**src/rtl/ctlreg_pkg.sv**
```systemverilog
// Package: shared widths, register addresses and reset values for the
// control register bank. Assumes byte-wide host data.
package ctlreg_pkg;
    localparam int BYTE_W   = 8;
    localparam int NCH      = 3;
    localparam int PLL_W    = 12;
    localparam int PLL_LSBW = 4;
    localparam int GAIN_W   = 9;
    localparam int GAIN_LSBW = 2;
    localparam int OFFS_W   = 11;
    localparam int OFFS_LSBW = 3;
    localparam int PHASE_W  = 5;
    localparam int NWREG    = 17;   // writable byte slots 0x00..0x10

    localparam logic [7:0] A_REV       = 8'h00;
    localparam logic [7:0] A_PLL_MSB   = 8'h01;
    localparam logic [7:0] A_PLL_LSB   = 8'h02;
    localparam logic [7:0] A_PHASE     = 8'h04;
    localparam logic [7:0] A_GAIN_BASE = 8'h05;
    localparam logic [7:0] A_OFFS_BASE = 8'h0B;
    localparam logic [7:0] A_STATUS    = 8'h11;

    localparam logic [7:0] PLL_MSB_RST  = 8'h69;
    localparam logic [3:0] PLL_LSB_RST  = 4'hD;
    localparam logic [6:0] GAIN_MSB_RST = 7'b100_0000;
    localparam logic [1:0] GAIN_LSB_RST = 2'b00;
    localparam logic [7:0] OFFS_MSB_RST = 8'h40;
    localparam logic [2:0] OFFS_LSB_RST = 3'b000;
    localparam logic [4:0] PHASE_RST    = 5'd16;
endpackage

```
**src/rtl/ctlreg_decode.sv**
```systemverilog
// Module: address decoder. Turns one host write into a one-hot write
// enable per writable byte slot. Slot 0 (revision) never gets an enable.
// Assumes at most one write per cycle.
module ctlreg_decode
    import ctlreg_pkg::*;
#(
    parameter int SLOTS = NWREG
) (
    input  logic             we,
    input  logic [7:0]       addr,
    output logic [SLOTS-1:0] slot_we
);
    assign slot_we[0] = 1'b0;
    for (genvar i = 1; i < SLOTS; i++) begin : g_slot
        // enable slot i when the write targets its address
        assign slot_we[i] = we && (addr == 8'(i));
    end
endmodule

```
**src/rtl/ctlreg_split.sv**
```systemverilog
// Module: one double-buffered wide setting. The upper byte goes to a
// staging register. A write of the low part loads staged byte + new low
// bits into the live value and raises commit for one cycle.
// Assumes msb_we and lsb_we are never high together.
module ctlreg_split #(
    parameter int              MSB_W   = 8,
    parameter int              LSB_W   = 4,
    parameter int              LSB_POS = 4,
    parameter logic [MSB_W-1:0] MSB_RST = '0,
    parameter logic [LSB_W-1:0] LSB_RST = '0,
    localparam int             FULL_W  = MSB_W + LSB_W
) (
    input  logic              clk,
    input  logic              rst_n,
    input  logic              msb_we,
    input  logic              lsb_we,
    input  logic [7:0]        wdata,
    output logic [7:0]        stage_rd,
    output logic [7:0]        lsb_rd,
    output logic [FULL_W-1:0] live,
    output logic              commit
);
    logic [MSB_W-1:0] stage_q;

    // staging register: captures the upper byte only
    always_ff @(posedge clk) begin
        if (!rst_n)      stage_q <= MSB_RST;
        else if (msb_we) stage_q <= wdata[MSB_W-1:0];
    end

    // live register and commit pulse: updated only by the low-part write
    always_ff @(posedge clk) begin
        if (!rst_n) begin
            live   <= {MSB_RST, LSB_RST};
            commit <= 1'b0;
        end else begin
            commit <= lsb_we;
            if (lsb_we) live <= {stage_q, wdata[LSB_POS +: LSB_W]};
        end
    end

    // read-back: staged byte and live low bits, unused bits zero
    assign stage_rd = 8'(stage_q);
    assign lsb_rd   = 8'(live[LSB_W-1:0]) << LSB_POS;
endmodule

```
**src/rtl/ctlreg_bank.sv**
```systemverilog
// Module: top of the control register bank. Decodes host writes, holds
// the divider, phase, gains and offsets, and builds the read byte.
// Assumes a single-cycle write strobe and a combinational read.
module ctlreg_bank
    import ctlreg_pkg::*;
#(
    parameter logic [7:0] REVISION = 8'hA3
) (
    input  logic                    clk,
    input  logic                    rst_n,
    input  logic [7:0]              host_addr,
    input  logic [7:0]              host_wdata,
    input  logic                    host_we,
    output logic [7:0]              host_rdata,
    input  logic [7:0]              status_in,
    output logic [PLL_W-1:0]        pll_div,
    output logic                    pll_commit,
    output logic [PHASE_W-1:0]      phase_adj,
    output logic [NCH*GAIN_W-1:0]   gain_live,
    output logic [NCH-1:0]          gain_commit,
    output logic [NCH*OFFS_W-1:0]   offset_live,
    output logic [NCH-1:0]          offset_commit
);
    logic [NWREG-1:0] slot_we;
    logic [7:0] pll_stage_rd, pll_lsb_rd;
    logic [7:0] gain_stage_rd [NCH];
    logic [7:0] gain_lsb_rd   [NCH];
    logic [7:0] offs_stage_rd [NCH];
    logic [7:0] offs_lsb_rd   [NCH];

    ctlreg_decode #(.SLOTS(NWREG)) u_dec (
        .we(host_we), .addr(host_addr), .slot_we(slot_we)
    );

    ctlreg_split #(
        .MSB_W(PLL_W - PLL_LSBW), .LSB_W(PLL_LSBW), .LSB_POS(4),
        .MSB_RST(PLL_MSB_RST), .LSB_RST(PLL_LSB_RST)
    ) u_pll (
        .clk(clk), .rst_n(rst_n),
        .msb_we(slot_we[A_PLL_MSB]), .lsb_we(slot_we[A_PLL_LSB]),
        .wdata(host_wdata), .stage_rd(pll_stage_rd), .lsb_rd(pll_lsb_rd),
        .live(pll_div), .commit(pll_commit)
    );

    for (genvar c = 0; c < NCH; c++) begin : g_ch
        localparam int GA = int'(A_GAIN_BASE) + 2*c;
        localparam int OA = int'(A_OFFS_BASE) + 2*c;

        ctlreg_split #(
            .MSB_W(GAIN_W - GAIN_LSBW), .LSB_W(GAIN_LSBW), .LSB_POS(6),
            .MSB_RST(GAIN_MSB_RST), .LSB_RST(GAIN_LSB_RST)
        ) u_gain (
            .clk(clk), .rst_n(rst_n),
            .msb_we(slot_we[GA]), .lsb_we(slot_we[GA+1]),
            .wdata(host_wdata), .stage_rd(gain_stage_rd[c]),
            .lsb_rd(gain_lsb_rd[c]),
            .live(gain_live[c*GAIN_W +: GAIN_W]), .commit(gain_commit[c])
        );

        ctlreg_split #(
            .MSB_W(OFFS_W - OFFS_LSBW), .LSB_W(OFFS_LSBW), .LSB_POS(5),
            .MSB_RST(OFFS_MSB_RST), .LSB_RST(OFFS_LSB_RST)
        ) u_offs (
            .clk(clk), .rst_n(rst_n),
            .msb_we(slot_we[OA]), .lsb_we(slot_we[OA+1]),
            .wdata(host_wdata), .stage_rd(offs_stage_rd[c]),
            .lsb_rd(offs_lsb_rd[c]),
            .live(offset_live[c*OFFS_W +: OFFS_W]), .commit(offset_commit[c])
        );
    end

    // phase register: single byte, takes effect on write
    always_ff @(posedge clk) begin
        if (!rst_n)                  phase_adj <= PHASE_RST;
        else if (slot_we[A_PHASE])   phase_adj <= host_wdata[7:3];
    end

    // read multiplexer: fixed bytes first, then per-channel pairs
    always_comb begin
        host_rdata = 8'h00;
        unique case (host_addr)
            A_REV:     host_rdata = REVISION;
            A_PLL_MSB: host_rdata = pll_stage_rd;
            A_PLL_LSB: host_rdata = pll_lsb_rd;
            A_PHASE:   host_rdata = {phase_adj, 3'b000};
            A_STATUS:  host_rdata = status_in;
            default:   host_rdata = 8'h00;
        endcase
        for (int c = 0; c < NCH; c++) begin
            if (host_addr == A_GAIN_BASE + 8'(2*c))     host_rdata = gain_stage_rd[c];
            if (host_addr == A_GAIN_BASE + 8'(2*c + 1)) host_rdata = gain_lsb_rd[c];
            if (host_addr == A_OFFS_BASE + 8'(2*c))     host_rdata = offs_stage_rd[c];
            if (host_addr == A_OFFS_BASE + 8'(2*c + 1)) host_rdata = offs_lsb_rd[c];
        end
    end
endmodule

```
**config.mk**
```make
export PLATFORM = sky130hd
export DESIGN_NAME = ctlreg_bank
export DESIGN_NICKNAME = d
export VERILOG_FILES = /design/src/rtl/ctlreg_pkg.sv /design/src/rtl/ctlreg_decode.sv /design/src/rtl/ctlreg_split.sv /design/src/rtl/ctlreg_bank.sv
export SDC_FILE = /design/constraint.sdc
export NUM_CORES = 1
export LEC_CHECK = 0
export BUFFER_PORTS_ARGS = -buffer_cell sky130_fd_sc_hd__buf_2
export CORE_ASPECT_RATIO = 1.75
export CORE_MARGIN = 2
export CORE_UTILIZATION = 40
export CTS_CLUSTER_SIZE = 16
export DETAILED_ROUTE_END_ITERATION = 8
export PLACE_DENSITY_LB_ADDON = 0.08
export REMOVE_ABC_BUFFERS = 1
export SETUP_SLACK_MARGIN = 0.5
export SLEW_MARGIN = 15
export SYNTH_ARGS = -nofsm -noshare
export SYNTH_HDL_FRONTEND = slang
export SYNTH_SLANG_ARGS = --single-unit
```
**constraint.sdc**
```tcl
create_clock -name clk -period 2.4 [get_ports clk]
set_clock_uncertainty 0.1 [all_clocks]
set_input_delay 0.12 -clock clk [delete_from_list [all_inputs] [get_ports clk]]
set_output_delay 0.12 -clock clk [all_outputs]
set_load 0.1 [all_outputs]
```
==> results.json <==
{
  "first_iter_violations": 185,
  "ys_types": 62,
  "antenna_found_initial": 0,
  "synth-seq-cells": 137,
  "reg2reg_to": "g_ch[0].u_gain.live[6]",
  "core_mm2": 0.0157,
  "crit_path_end_kind": "output port",
  "cts_buffers": 17,
  "hold_path_class": "input port to flip-flop",
  "pre_cts_ws_ps": 52.8,
  "area.growth.synth_to_final_pct": 30.4,
  "final_common_cell": "nand2_1",
  "num_antenna_cells": 0,
  "hold_violations": 0,
  "layout_common_cells": "nand2_1 (189), dfxtp_1 (124), buf_2 (102)",
  "syn_area_mm2": 0.00636,
  "reg2regPathDepth": 2,
  "post-route-period-util_pct": 91.7,
  "finalSetupViolCount": 0,
  "postSynthCellCount": 734,
  "wl_per_cell_um": 21.1,
  "vias": 5752,
  "grt_max_degree": 72,
  "clkTransAtPathRegs_ps": 60,
  "yosysWarningCount": 0,
  "ioPinCount": 119,
  "critPathRequiredTime_ps": 2180,
  "grt-ovfl-total": 0,
  "worst_pin_slew_ps": 608,
  "min_to": "u_pll.live[0]",
  "grt_pass1_vias": 5710,
  "syn_area_per_cell_um2": 8.66,
  "synth_ff_type": "dfxtp_1",
  "cts_tree": "yes",
  "holdWs_ps": 14.5,
  "die_x_um": 99.3,
  "drc_errors": 0,
  "power.density_mw_per_mm2": 643,
  "dp_hpwl_mm": 16.7,
  "die-area_mm2": 0.0170,
  "gp_congestion": 0.990,
  "path_class": "flip-flop to output port",
  "irDropWorstVdd_uv": 435,
  "drive_gt1_share_pct": 32.4,
  "grt_pass1_wl_mm": 34.1,
  "insertion_delay_ps": 420,
  "layout_min_cycle_time_ps": 2200,
  "synth-seq-area-share_pct": 43.1,
  "clock_sinks": 137,
  "whs_path_depth": 3,
  "p_leak_uw": 0.00319,
  "die_y_um": 171,
  "critPathLaunchType": "flip-flop",
  "status": "finished clean",
  "grt_usage_pct": 27.0,
  "antenna_left": 0,
  "min_from": "host_wdata[4]",
  "initial_core_util_pct": 40.5,
  "layout.nets": 891,
  "setup_slack_ps": 198,
  "fmax_ghz": 0.454,
  "cp_max_fo": 3,
  "clock_path_buffers": 2,
  "io_buffers": 118,
  "synthArstFlopShare_pct": 0,
  "rsz0062_at_grt": "true",
  "ff2ff_setup_slack_ps": 1520,
  "drt_wl_total_mm": 22.4,
  "maxCapViolCount": 0,
  "first_pass_iters": 5,
  "num_rows": 61,
  "final_max_slew_viol_count": 0,
  "cp.arrival_ps": 1980,
  "cts-root-buf": "clkbuf_16",
  "htree_levels": 4,
  "synth_edf_count": 0,
  "reg2reg_from": "g_ch[0].u_gain.stage_q[4]",
  "relSlewSlack_pct": 59.5,
  "via_per_inst": 5.40
}
==> routing by layer <==
| metal | vias up | track usage (%) | routed length [um] |
|---|---|---|---|
| met5 | - | 0 | 0 |
| met4 | 0 | 13.2 | 856 |
| met3 | 36 | 3.80 | 790 |
| met2 | 159 | 48.2 | 11700 |
| met1 | 2779 | 31.1 | 9050 |
| li1 | 2778 | - | - |
==> layout make-up <==
cell class / count / area (um2)
Sequential cell: 137 / 2770
Tap cell: 189 / 236
Timing Repair Buffer: 167 / 1190
Multi-Input combinational cell: 539 / 3480
Inverter: 2 / 7.51
Fill cell: 1516 / 7430
Clock inverter: 10 / 144
Clock buffer: 21 / 460
==> registers in the layout (all words and copies together) (netlist names) <==
name and cells:
g_ch.u_gain.commit 3, g_ch.u_gain.live 27, g_ch.u_gain.stage_q 21, g_ch.u_offs.commit 3, g_ch.u_offs.live 33, g_ch.u_offs.stage_rd 24
phase_adj 5, u_pll.commit 1, u_pll.live 12, u_pll.stage_rd 8
==> kinds of logic after synthesis <==
logic type / after synthesis / share of synthesized area [%]
AOI/OAI and AO/OA: 151 / 18.1
buffers and inverters: 58 / 4.64
DFF: 137 / 43.1
muxes: 46 / 7.32
and+or+nand+nor: 342 / 26.8
==> power breakdown <==
group | switching (uW) | leakage, uW | internal (uW)
clock network | 1010 | 0.000286 | 1690
registers | 2.06 | 0.00111 | 2270
logic | 239 | 0.00179 | 126
==> what timing repair did <==
item / in CTS / in global routing
endpoints found under the hold margin: 2 / 0
gates resized for setup: 53 / 25
setup endpoints to repair: 8 / 8
buffers inserted: 10 / 2
hold buffers: 1 / 0
pin swaps: 21 / 12
==> per-stage QoR <==
step	std cells	total power [uW]	cell area [um2]	TNS (ps)	utilization, %
6_report	1065	5330	8290	0	52.7
3_5_place_dp	1021	2660	7320	0	46.5
5_1_grt	1065	5490	8290	0	52.7
2_1_floorplan	678	2450	6070	-5350	-
4_1_cts	1063	5380	8220	0	52.3
3_3_place_gp	1021	2660	7320	0	46.5
==> how the worst max path moves through the flow <==
| stage | endpoint | cells past startpoint | slack [ps] | from |
|---|---|---|---|---|
| after floorplan | host_rdata[7] | 6 | -1250 | g_ch[0].u_gain.live[1] |
| after global placement | host_rdata[5] | 9 | 4 | host_addr[3] |
| after detailed placement | host_rdata[6] | 8 | 50 | host_addr[7] |
| after CTS | host_rdata[4] | 6 | 190 | phase_adj[1] |
| after global routing | host_rdata[6] | 6 | 150 | u_pll.live[2] |
| final | host_rdata[3] | 6 | 200 | g_ch[1].u_gain.stage_q[3] |
==> cells in the mapped netlist, types with 3 or more instances <==
cell | count | share of area [%]
nand4_1 | 3 | 0.30
nor2_4 | 6 | 1.1
clkbuf_1 | 26 | 1.5
nor3_1 | 3 | 0.24
and2_1 | 7 | 0.69
nor2b_1 | 34 | 3.3
nor2_2 | 5 | 0.49
nand3_2 | 5 | 0.79
a22oi_1 | 9 | 1.1
a21oi_1 | 10 | 0.79
mux2i_1 | 42 | 6.6
o21ai_1 | 7 | 0.55
a21boi_1 | 38 | 4.5
buf_4 | 8 | 0.94
buf_2 | 17 | 1.3
nand2b_1 | 6 | 0.59
nand2_2 | 6 | 0.59
a31oi_1 | 7 | 0.69
o211ai_1 | 6 | 0.71
a21boi_2 | 11 | 1.9
nand3_1 | 39 | 3.1
nor4_4 | 3 | 1.0
a221oi_1 | 4 | 0.55
nor2_1 | 13 | 0.77
mux2_2 | 4 | 0.71
a21boi_0 | 28 | 3.3
nand2_1 | 192 | 11
o21ai_0 | 13 | 1.0
dfxtp_1 | 137 | 43
==> worst max-delay path, stage by stage (launching register included) <==
cell      delay [ps]
dfxtp_2          330
mux2_4           270
a22oi_2          170
o221ai_2         140
buf_4            170
a221o_1          300
buf_12           180
No activity file was read; power rests on OpenSTA's default activity.
